--- src/rtl/cc_alu_pkg.sv ---
package cc_alu_pkg;

  localparam int FLAG_C = 0;
  localparam int FLAG_V = 1;
  localparam int FLAG_Z = 2;
  localparam int FLAG_N = 3;

  typedef enum logic [4:0] {
    OP_ADD = 5'd0,  OP_ADC = 5'd1,  OP_SUB = 5'd2,  OP_SBB = 5'd3,
    OP_CMP = 5'd4,  OP_TST = 5'd5,  OP_AND = 5'd6,  OP_OR  = 5'd7,
    OP_XOR = 5'd8,  OP_NOT = 5'd9,  OP_NEG = 5'd10, OP_SHL = 5'd11,
    OP_SHR = 5'd12, OP_SAR = 5'd13, OP_ROL = 5'd14, OP_ROR = 5'd15,
    OP_RCL = 5'd16, OP_RCR = 5'd17
  } aluOp_e;

  typedef enum logic [1:0] {KIND_ARITH, KIND_LOGIC, KIND_SHIFT, KIND_NONE} kind_e;
  typedef enum logic [1:0] {CIN_ZERO, CIN_ONE, CIN_FLAG} cin_e;
  typedef enum logic [1:0] {LG_AND, LG_OR, LG_XOR, LG_NOT} logic_e;
  typedef enum logic [2:0] {SH_SHL, SH_SHR, SH_SAR, SH_ROL, SH_ROR, SH_RCL, SH_RCR} shift_e;

  typedef struct packed {
    kind_e  kind;
    logic   negA;
    logic   invB;
    cin_e   cinSel;
    logic_e logicOp;
    shift_e shiftOp;
    logic   passA;
    logic   flagWr;
  } ctrlStrobes_t;

endpackage

--- src/rtl/cc_alu_ctrl.sv ---
module cc_alu_ctrl
  import cc_alu_pkg::*;
(
  input  logic [4:0]   opCode,
  output ctrlStrobes_t strb
);

  always_comb begin
    strb = '{kind: KIND_NONE, negA: 1'b0, invB: 1'b0, cinSel: CIN_ZERO,
             logicOp: LG_AND, shiftOp: SH_SHL, passA: 1'b0, flagWr: 1'b1};
    case (opCode)
      OP_ADD: strb.kind = KIND_ARITH;
      OP_ADC: begin strb.kind = KIND_ARITH; strb.cinSel = CIN_FLAG; end
      OP_SUB: begin strb.kind = KIND_ARITH; strb.invB = 1'b1; strb.cinSel = CIN_ONE; end
      OP_SBB: begin strb.kind = KIND_ARITH; strb.invB = 1'b1; strb.cinSel = CIN_FLAG; end
      OP_CMP: begin
        strb.kind = KIND_ARITH; strb.invB = 1'b1; strb.cinSel = CIN_ONE; strb.passA = 1'b1;
      end
      OP_TST: begin strb.kind = KIND_LOGIC; strb.logicOp = LG_AND; strb.passA = 1'b1; end
      OP_AND: begin strb.kind = KIND_LOGIC; strb.logicOp = LG_AND; end
      OP_OR:  begin strb.kind = KIND_LOGIC; strb.logicOp = LG_OR;  end
      OP_XOR: begin strb.kind = KIND_LOGIC; strb.logicOp = LG_XOR; end
      OP_NOT: begin strb.kind = KIND_LOGIC; strb.logicOp = LG_NOT; end
      OP_NEG: begin
        strb.kind = KIND_ARITH; strb.negA = 1'b1; strb.invB = 1'b1; strb.cinSel = CIN_ONE;
      end
      OP_SHL: begin strb.kind = KIND_SHIFT; strb.shiftOp = SH_SHL; end
      OP_SHR: begin strb.kind = KIND_SHIFT; strb.shiftOp = SH_SHR; end
      OP_SAR: begin strb.kind = KIND_SHIFT; strb.shiftOp = SH_SAR; end
      OP_ROL: begin strb.kind = KIND_SHIFT; strb.shiftOp = SH_ROL; end
      OP_ROR: begin strb.kind = KIND_SHIFT; strb.shiftOp = SH_ROR; end
      OP_RCL: begin strb.kind = KIND_SHIFT; strb.shiftOp = SH_RCL; end
      OP_RCR: begin strb.kind = KIND_SHIFT; strb.shiftOp = SH_RCR; end
      default: strb.flagWr = 1'b0;
    endcase
  end

endmodule

--- src/rtl/cc_alu_datapath.sv ---
module cc_alu_datapath
  import cc_alu_pkg::*;
#(
  parameter int W = 8
) (
  input  logic         clk,
  input  logic         rst_n,
  input  logic [W-1:0] opA,
  input  logic [W-1:0] opB,
  input  logic         flagWe,
  input  ctrlStrobes_t strb,
  output logic [W-1:0] result,
  output logic [3:0]   nextFlags,
  output logic [3:0]   flags
);

  localparam int LOW_W = W - 1;

  logic [W-1:0] addX, addY, addYRaw, lowSum, arithRes, logicRes, shiftRes, coreVal;
  logic [1:0]   topSum;
  logic         carryIn, cinBit, arithC, arithV, shiftC, storedC;

  assign storedC = flags[FLAG_C];

  // Adder split at the sign bit so the carry into it is visible.
  always_comb begin
    addX    = strb.negA ? '0 : opA;
    addYRaw = strb.negA ? opA : opB;
    addY    = strb.invB ? ~addYRaw : addYRaw;
    case (strb.cinSel)
      CIN_ONE:  cinBit = 1'b1;
      CIN_FLAG: cinBit = storedC;
      default:  cinBit = 1'b0;
    endcase
    lowSum   = {1'b0, addX[LOW_W-1:0]} + {1'b0, addY[LOW_W-1:0]} + {{LOW_W{1'b0}}, cinBit};
    carryIn  = lowSum[W-1];
    topSum   = {1'b0, addX[W-1]} + {1'b0, addY[W-1]} + {1'b0, carryIn};
    arithRes = {topSum[0], lowSum[LOW_W-1:0]};
    arithC   = topSum[1];
    arithV   = carryIn ^ topSum[1];
  end

  always_comb begin
    case (strb.logicOp)
      LG_OR:   logicRes = opA | opB;
      LG_XOR:  logicRes = opA ^ opB;
      LG_NOT:  logicRes = ~opA;
      default: logicRes = opA & opB;
    endcase
  end

  always_comb begin
    case (strb.shiftOp)
      SH_SHR:  begin shiftRes = {1'b0, opA[W-1:1]};      shiftC = opA[0];   end
      SH_SAR:  begin shiftRes = {opA[W-1], opA[W-1:1]};  shiftC = opA[0];   end
      SH_ROL:  begin shiftRes = {opA[W-2:0], opA[W-1]};  shiftC = opA[W-1]; end
      SH_ROR:  begin shiftRes = {opA[0], opA[W-1:1]};    shiftC = opA[0];   end
      SH_RCL:  begin shiftRes = {opA[W-2:0], storedC};   shiftC = opA[W-1]; end
      SH_RCR:  begin shiftRes = {storedC, opA[W-1:1]};   shiftC = opA[0];   end
      default: begin shiftRes = {opA[W-2:0], 1'b0};      shiftC = opA[W-1]; end
    endcase
  end

  always_comb begin
    nextFlags = flags;
    case (strb.kind)
      KIND_ARITH: coreVal = arithRes;
      KIND_LOGIC: coreVal = logicRes;
      KIND_SHIFT: coreVal = shiftRes;
      default:    coreVal = '0;
    endcase
    if (strb.kind != KIND_NONE) begin
      nextFlags[FLAG_N] = coreVal[W-1];
      nextFlags[FLAG_Z] = (coreVal == '0);
      nextFlags[FLAG_V] = (strb.kind == KIND_ARITH) ? arithV : 1'b0;
      if (strb.kind == KIND_ARITH)      nextFlags[FLAG_C] = arithC;
      else if (strb.kind == KIND_SHIFT) nextFlags[FLAG_C] = shiftC;
    end
    result = strb.passA ? opA : coreVal;
  end

  always_ff @(posedge clk or negedge rst_n) begin
    if (!rst_n)                      flags <= 4'b0000;
    else if (flagWe && strb.flagWr)  flags <= nextFlags;
  end

endmodule

--- src/rtl/cc_alu_branch.sv ---
module cc_alu_branch
  import cc_alu_pkg::*;
(
  input  logic [3:0] flags,
  input  logic [3:0] condSel,
  output logic       branchTaken
);

  always_comb begin
    case (condSel[2:0])
      3'd0: branchTaken =  flags[FLAG_Z];
      3'd1: branchTaken = !flags[FLAG_Z];
      3'd2: branchTaken =  flags[FLAG_C];
      3'd3: branchTaken = !flags[FLAG_C];
      3'd4: branchTaken = !flags[FLAG_N];
      3'd5: branchTaken =  flags[FLAG_N];
      3'd6: branchTaken =  flags[FLAG_V];
      default: branchTaken = !flags[FLAG_V];
    endcase
    if (condSel[3]) branchTaken = 1'b1;
  end

endmodule

--- src/rtl/cc_alu.sv ---
module cc_alu
  import cc_alu_pkg::*;
#(
  parameter int W = 8
) (
  input  logic         clk,
  input  logic         rst_n,
  input  logic [W-1:0] opA,
  input  logic [W-1:0] opB,
  input  logic [4:0]   opCode,
  input  logic         flagWe,
  input  logic [3:0]   condSel,
  output logic [W-1:0] result,
  output logic [3:0]   nextFlags,
  output logic [3:0]   flags,
  output logic         branchTaken
);

  ctrlStrobes_t strb;

  cc_alu_ctrl u_ctrl (.opCode(opCode), .strb(strb));

  cc_alu_datapath #(.W(W)) u_dp (
    .clk(clk), .rst_n(rst_n), .opA(opA), .opB(opB), .flagWe(flagWe),
    .strb(strb), .result(result), .nextFlags(nextFlags), .flags(flags)
  );

  cc_alu_branch u_br (.flags(flags), .condSel(condSel), .branchTaken(branchTaken));

endmodule

--- config.mk ---
export PLATFORM = sky130hd
export DESIGN_NAME = cc_alu
export DESIGN_NICKNAME = d
export VERILOG_FILES = /design/src/rtl/cc_alu_pkg.sv /design/src/rtl/cc_alu_ctrl.sv /design/src/rtl/cc_alu_datapath.sv /design/src/rtl/cc_alu_branch.sv /design/src/rtl/cc_alu.sv
export SDC_FILE = /design/constraint.sdc
export NUM_CORES = 1
export LEC_CHECK = 0
export ABC_AREA = 1
export ABC_CLOCK_PERIOD_IN_PS = 8170
export BUFFER_PORTS_ARGS = -buffer_cell sky130_fd_sc_hd__buf_4
export CORE_UTILIZATION = 51
export CTS_CLUSTER_SIZE = 10
export DETAILED_ROUTE_END_ITERATION = 10
export GPL_TIMING_DRIVEN = 1
export PLACE_DENSITY = 0.77
export SYNTH_ARGS = -nofsm -noshare
export SYNTH_HDL_FRONTEND = slang
export SYNTH_SLANG_ARGS = --single-unit
--- constraint.sdc ---
create_clock -name clk -period 8.17 [get_ports clk]
set_clock_uncertainty 0.05 [all_clocks]
set_input_delay 2.451 -clock clk [delete_from_list [all_inputs] [get_ports clk]]
set_output_delay 2.451 -clock clk [all_outputs]
set_load 0.01 [all_outputs]
==> results.tsv <==
stage	metric	value	unit
run_status	status	complete, but fails checks	
run_status	failed_checks	negative setup slack	
yosys	synth-edff-count	0	
worst_setup_path	endpoint_kind	primary output	
place	dp.cells	486	
clocking	clk_pin_slew_worst_paths	0.03	ns
layout	fin_nets	515	
yosys	ys_async_sr_fraction	100	%
die	rows	22	
layout	top_regs	u_dp.flags: 4 flops	
place	place_hpwl	5260	µm
layout	area_growth	37.2	%
clocking	root_buffer	clkbuf_8	
worst_hold_path	holdCritPathClass	flop to flop	
worst_setup_path	critPathRequiredTime	5.67	ns
pwr	power_per_cell_area	102	nW/µm²
yosys	syn-cell-area	2100	µm²
sta	timing.final.crit_share	102	%
die	start_util	55.2	%
layout	antennaDiodeCount	0	
global_routing	grt_pass1_wl	12100	µm
yosys	syn_nets	436	
pwr	leakagePower	1.63	nW
sta	finalSetupViolations	3	
clocking	cts_made_buffers	3	
routing	dr.pass1.iters	5	
pwr	combPwrFrac	73.8	%
place	numPortBuffers	44	
pwr	irDropWorstVdd	0.0584	mV
routing	vias	2854	
layout	ff_latch_area	100	µm²
sta	fin_crit	8.31	ns
worst_setup_path	worst-setup-path-type	primary input to primary output	
routing	drt-initial-drc-count	251	
layout	drive_above_1_share	26.6	%
yosys	synth_most_common_cell	nand2_1	
global_routing	grt_pass1_vias	2738	
pwr	seqPwrFrac	12.0	%
sta	slew_viol_final	0	
place	dp_worst_setup_slack	-0.169	ns
yosys	ys_seq_elements	4	
layout	final_cells	506	
global_routing	grt_antenna_before_repair	0	
global_routing	grt_max_degree	21	
layout	top_register	u_dp.flags	
die	io_pins	45	
pwr	swShare	46.6	%
routing	route.antenna.remaining_nets	0	
sta	fmax	120	MHz
global_routing	grtUsageTotal	35.5	%
routing	drcViolationCount	0	
clocking	cts_tree	yes	
worst_setup_path	start_kind	primary input	
yosys	syn_avg_cell_area	5.50	µm²
yosys	synth_top_area_cell	nand2_1	
run	drv_cap	0	
yosys	yosys-top-cells-area	nand2_1 (19%), ha_1 (14%), nand3_1 (13%)	
yosys	synth.distinct_cells	33	
die	die_h	66.1	µm
pwr	p_int	157	µW
worst_setup_path	cp_max_fo	2	
pwr	power_frac_clock	14.2	%
sta	hold_viol	0	
sta	relSlewSlack	56.4	%
yosys	ys.flop_type	dfrtp_1	
clocking	h-tree-depth	1	
die	die_area	4370	µm²
sta	rsz0062_at_grt	true	
yosys	synth_top_area_share	18.8	%
die	core	3800	µm²
clocking	clock_latency	0.22	ns
sta	setup_ws	-0.137	ns
global_routing	grt-ovfl-total	0	
pwr	switchingPower	137	µW
place	place.gp.congestion	0.955	
yosys	yosysWarningCount	0	
clocking	clock_path_buffers	2	
layout	multi_input_area	1790	µm²
routing	wl_per_cell	14.4	µm
routing	routed_via_density	5.64	
layout	num-fill-cells	360	
yosys	ys_seq_area_share	4.77	%
worst_setup_path	worstPathArrival	5.81	ns
clocking	cts.sinks	4	
sta	fin_setup_tns	-0.245	ns
yosys	synth_cells	381	
routing	routed_wl	7270	µm
sta	worst_slew_pin_slew	0.651	ns
die	die_w	66.1	µm
layout	largest_reg_flops	4	
yosys	ys_top_cells_by_count	nand2_1 (105), inv_1 (62), nand3_1 (54)	
[worst max-delay path, stage by stage]
cell      delay, ns
buf_4          0.12
inv_4          0.07
nand2_4        0.06
nor2_4         0.12
nand2_2        0.09
nand2_2        0.09
a21oi_4        0.04
nor2_2         0.13
inv_1          0.06
ha_1           0.29
o21bai_4       0.17
fa_2           0.36
inv_2          0.07
nand4_1        0.13
nand3_1        0.12
nand2_2        0.07
nand2_2        0.08
a21oi_2        0.07
fa_1           0.50
inv_1          0.04
nand2_1        0.04
a21boi_2       0.16
nand2_1        0.08
inv_2          0.06
nand2_1        0.05
o21bai_2       0.13
buf_4          0.14
[layout make-up]
cell class	instances	area share [%]
inverters	65	8.65
multi-input cells	303	62.3
repair buffers	83	22.0
well taps	48	2.09
clock buffers	3	1.43
flip-flops and latches	4	3.48
[repair_timing]
item                                    CTS  global route
pin swaps                                17            13
buffers inserted                         15             5
gates resized for setup                  17            10
hold buffers                              0             0
endpoints found under the setup margin    3             6
[through the flow]
stage / cell area (µm²) / util, % / hold slack (ns) / power (mW)
final: 2880 / 75.8 / 0.493 / 0.294
after global routing: 2880 / 75.8 / 0.526 / 0.319
after CTS: 2850 / 75.0 / 0.493 / 0.281
after detailed placement: 2640 / 69.4 / 0.484 / 0.227
after global placement: 2640 / 69.4 / 0.484 / 0.222
after floorplan: 2130 / - / 0.492 / 0.147
[power by group through the flow]
| stage | Clock (mW) | Sequential [mW] | Combinational [mW] |
|---|---|---|---|
| after detailed placement | 0 | 0.0346 | 0.192 |
| after CTS | 0.0416 | 0.0345 | 0.205 |
| after floorplan | 0 | 0.0354 | 0.112 |
| after global routing | 0.0433 | 0.0364 | 0.239 |
| after global placement | 0 | 0.0346 | 0.188 |
| final | 0.0417 | 0.0352 | 0.217 |
[cell families after synthesis]
| family | synth area share, % |
|---|---|
| compound gates | 10.9 |
| xor+xnor | 3.34 |
| fa+ha+maj | 17.2 |
| buf+inv | 13.8 |
| flops | 4.77 |
| simple gates | 50.0 |
[metal layers]
layer	global-route usage (%)	part of all wire, %	vias to the layer above	wire, µm
li1	-	-	1395	-
met1	40.8	39	1272	2840
met2	66.1	50	160	3650
met3	2.59	7.5	27	543
met4	15.4	3.2	0	230
met5	0	0	-	0
[cell usage in the layout, fill, tap and decap left out, types with 5 or more instances in the layout]
cell type   n
nand2_1    99
buf_4      80
inv_1      59
nand3_1    51
nor2_1     29
ha_1       24
o21ai_0    20
nand4_1    15
xor2_1      8
nand3b_1    8
nand2_2     7
o21ai_1     6
nand3_2     5
[path summary, 6_finish.rpt]
kind	from	to	slack, ns	cells after the start
max in group asynchronous	rst_n	u_dp.flags[3]	5.99	1
min in group asynchronous	rst_n	u_dp.flags[0]	1.97	1
max reg2reg	u_dp.flags[0]	u_dp.flags[2]	4.67	25
min	u_dp.flags[1]	u_dp.flags[1]	0.49	2
max	opCode[3]	nextFlags[2]	-0.14	27
min reg2reg	u_dp.flags[1]	u_dp.flags[1]	0.49	2
Note: power is estimated with default switching activity, not from simulation.
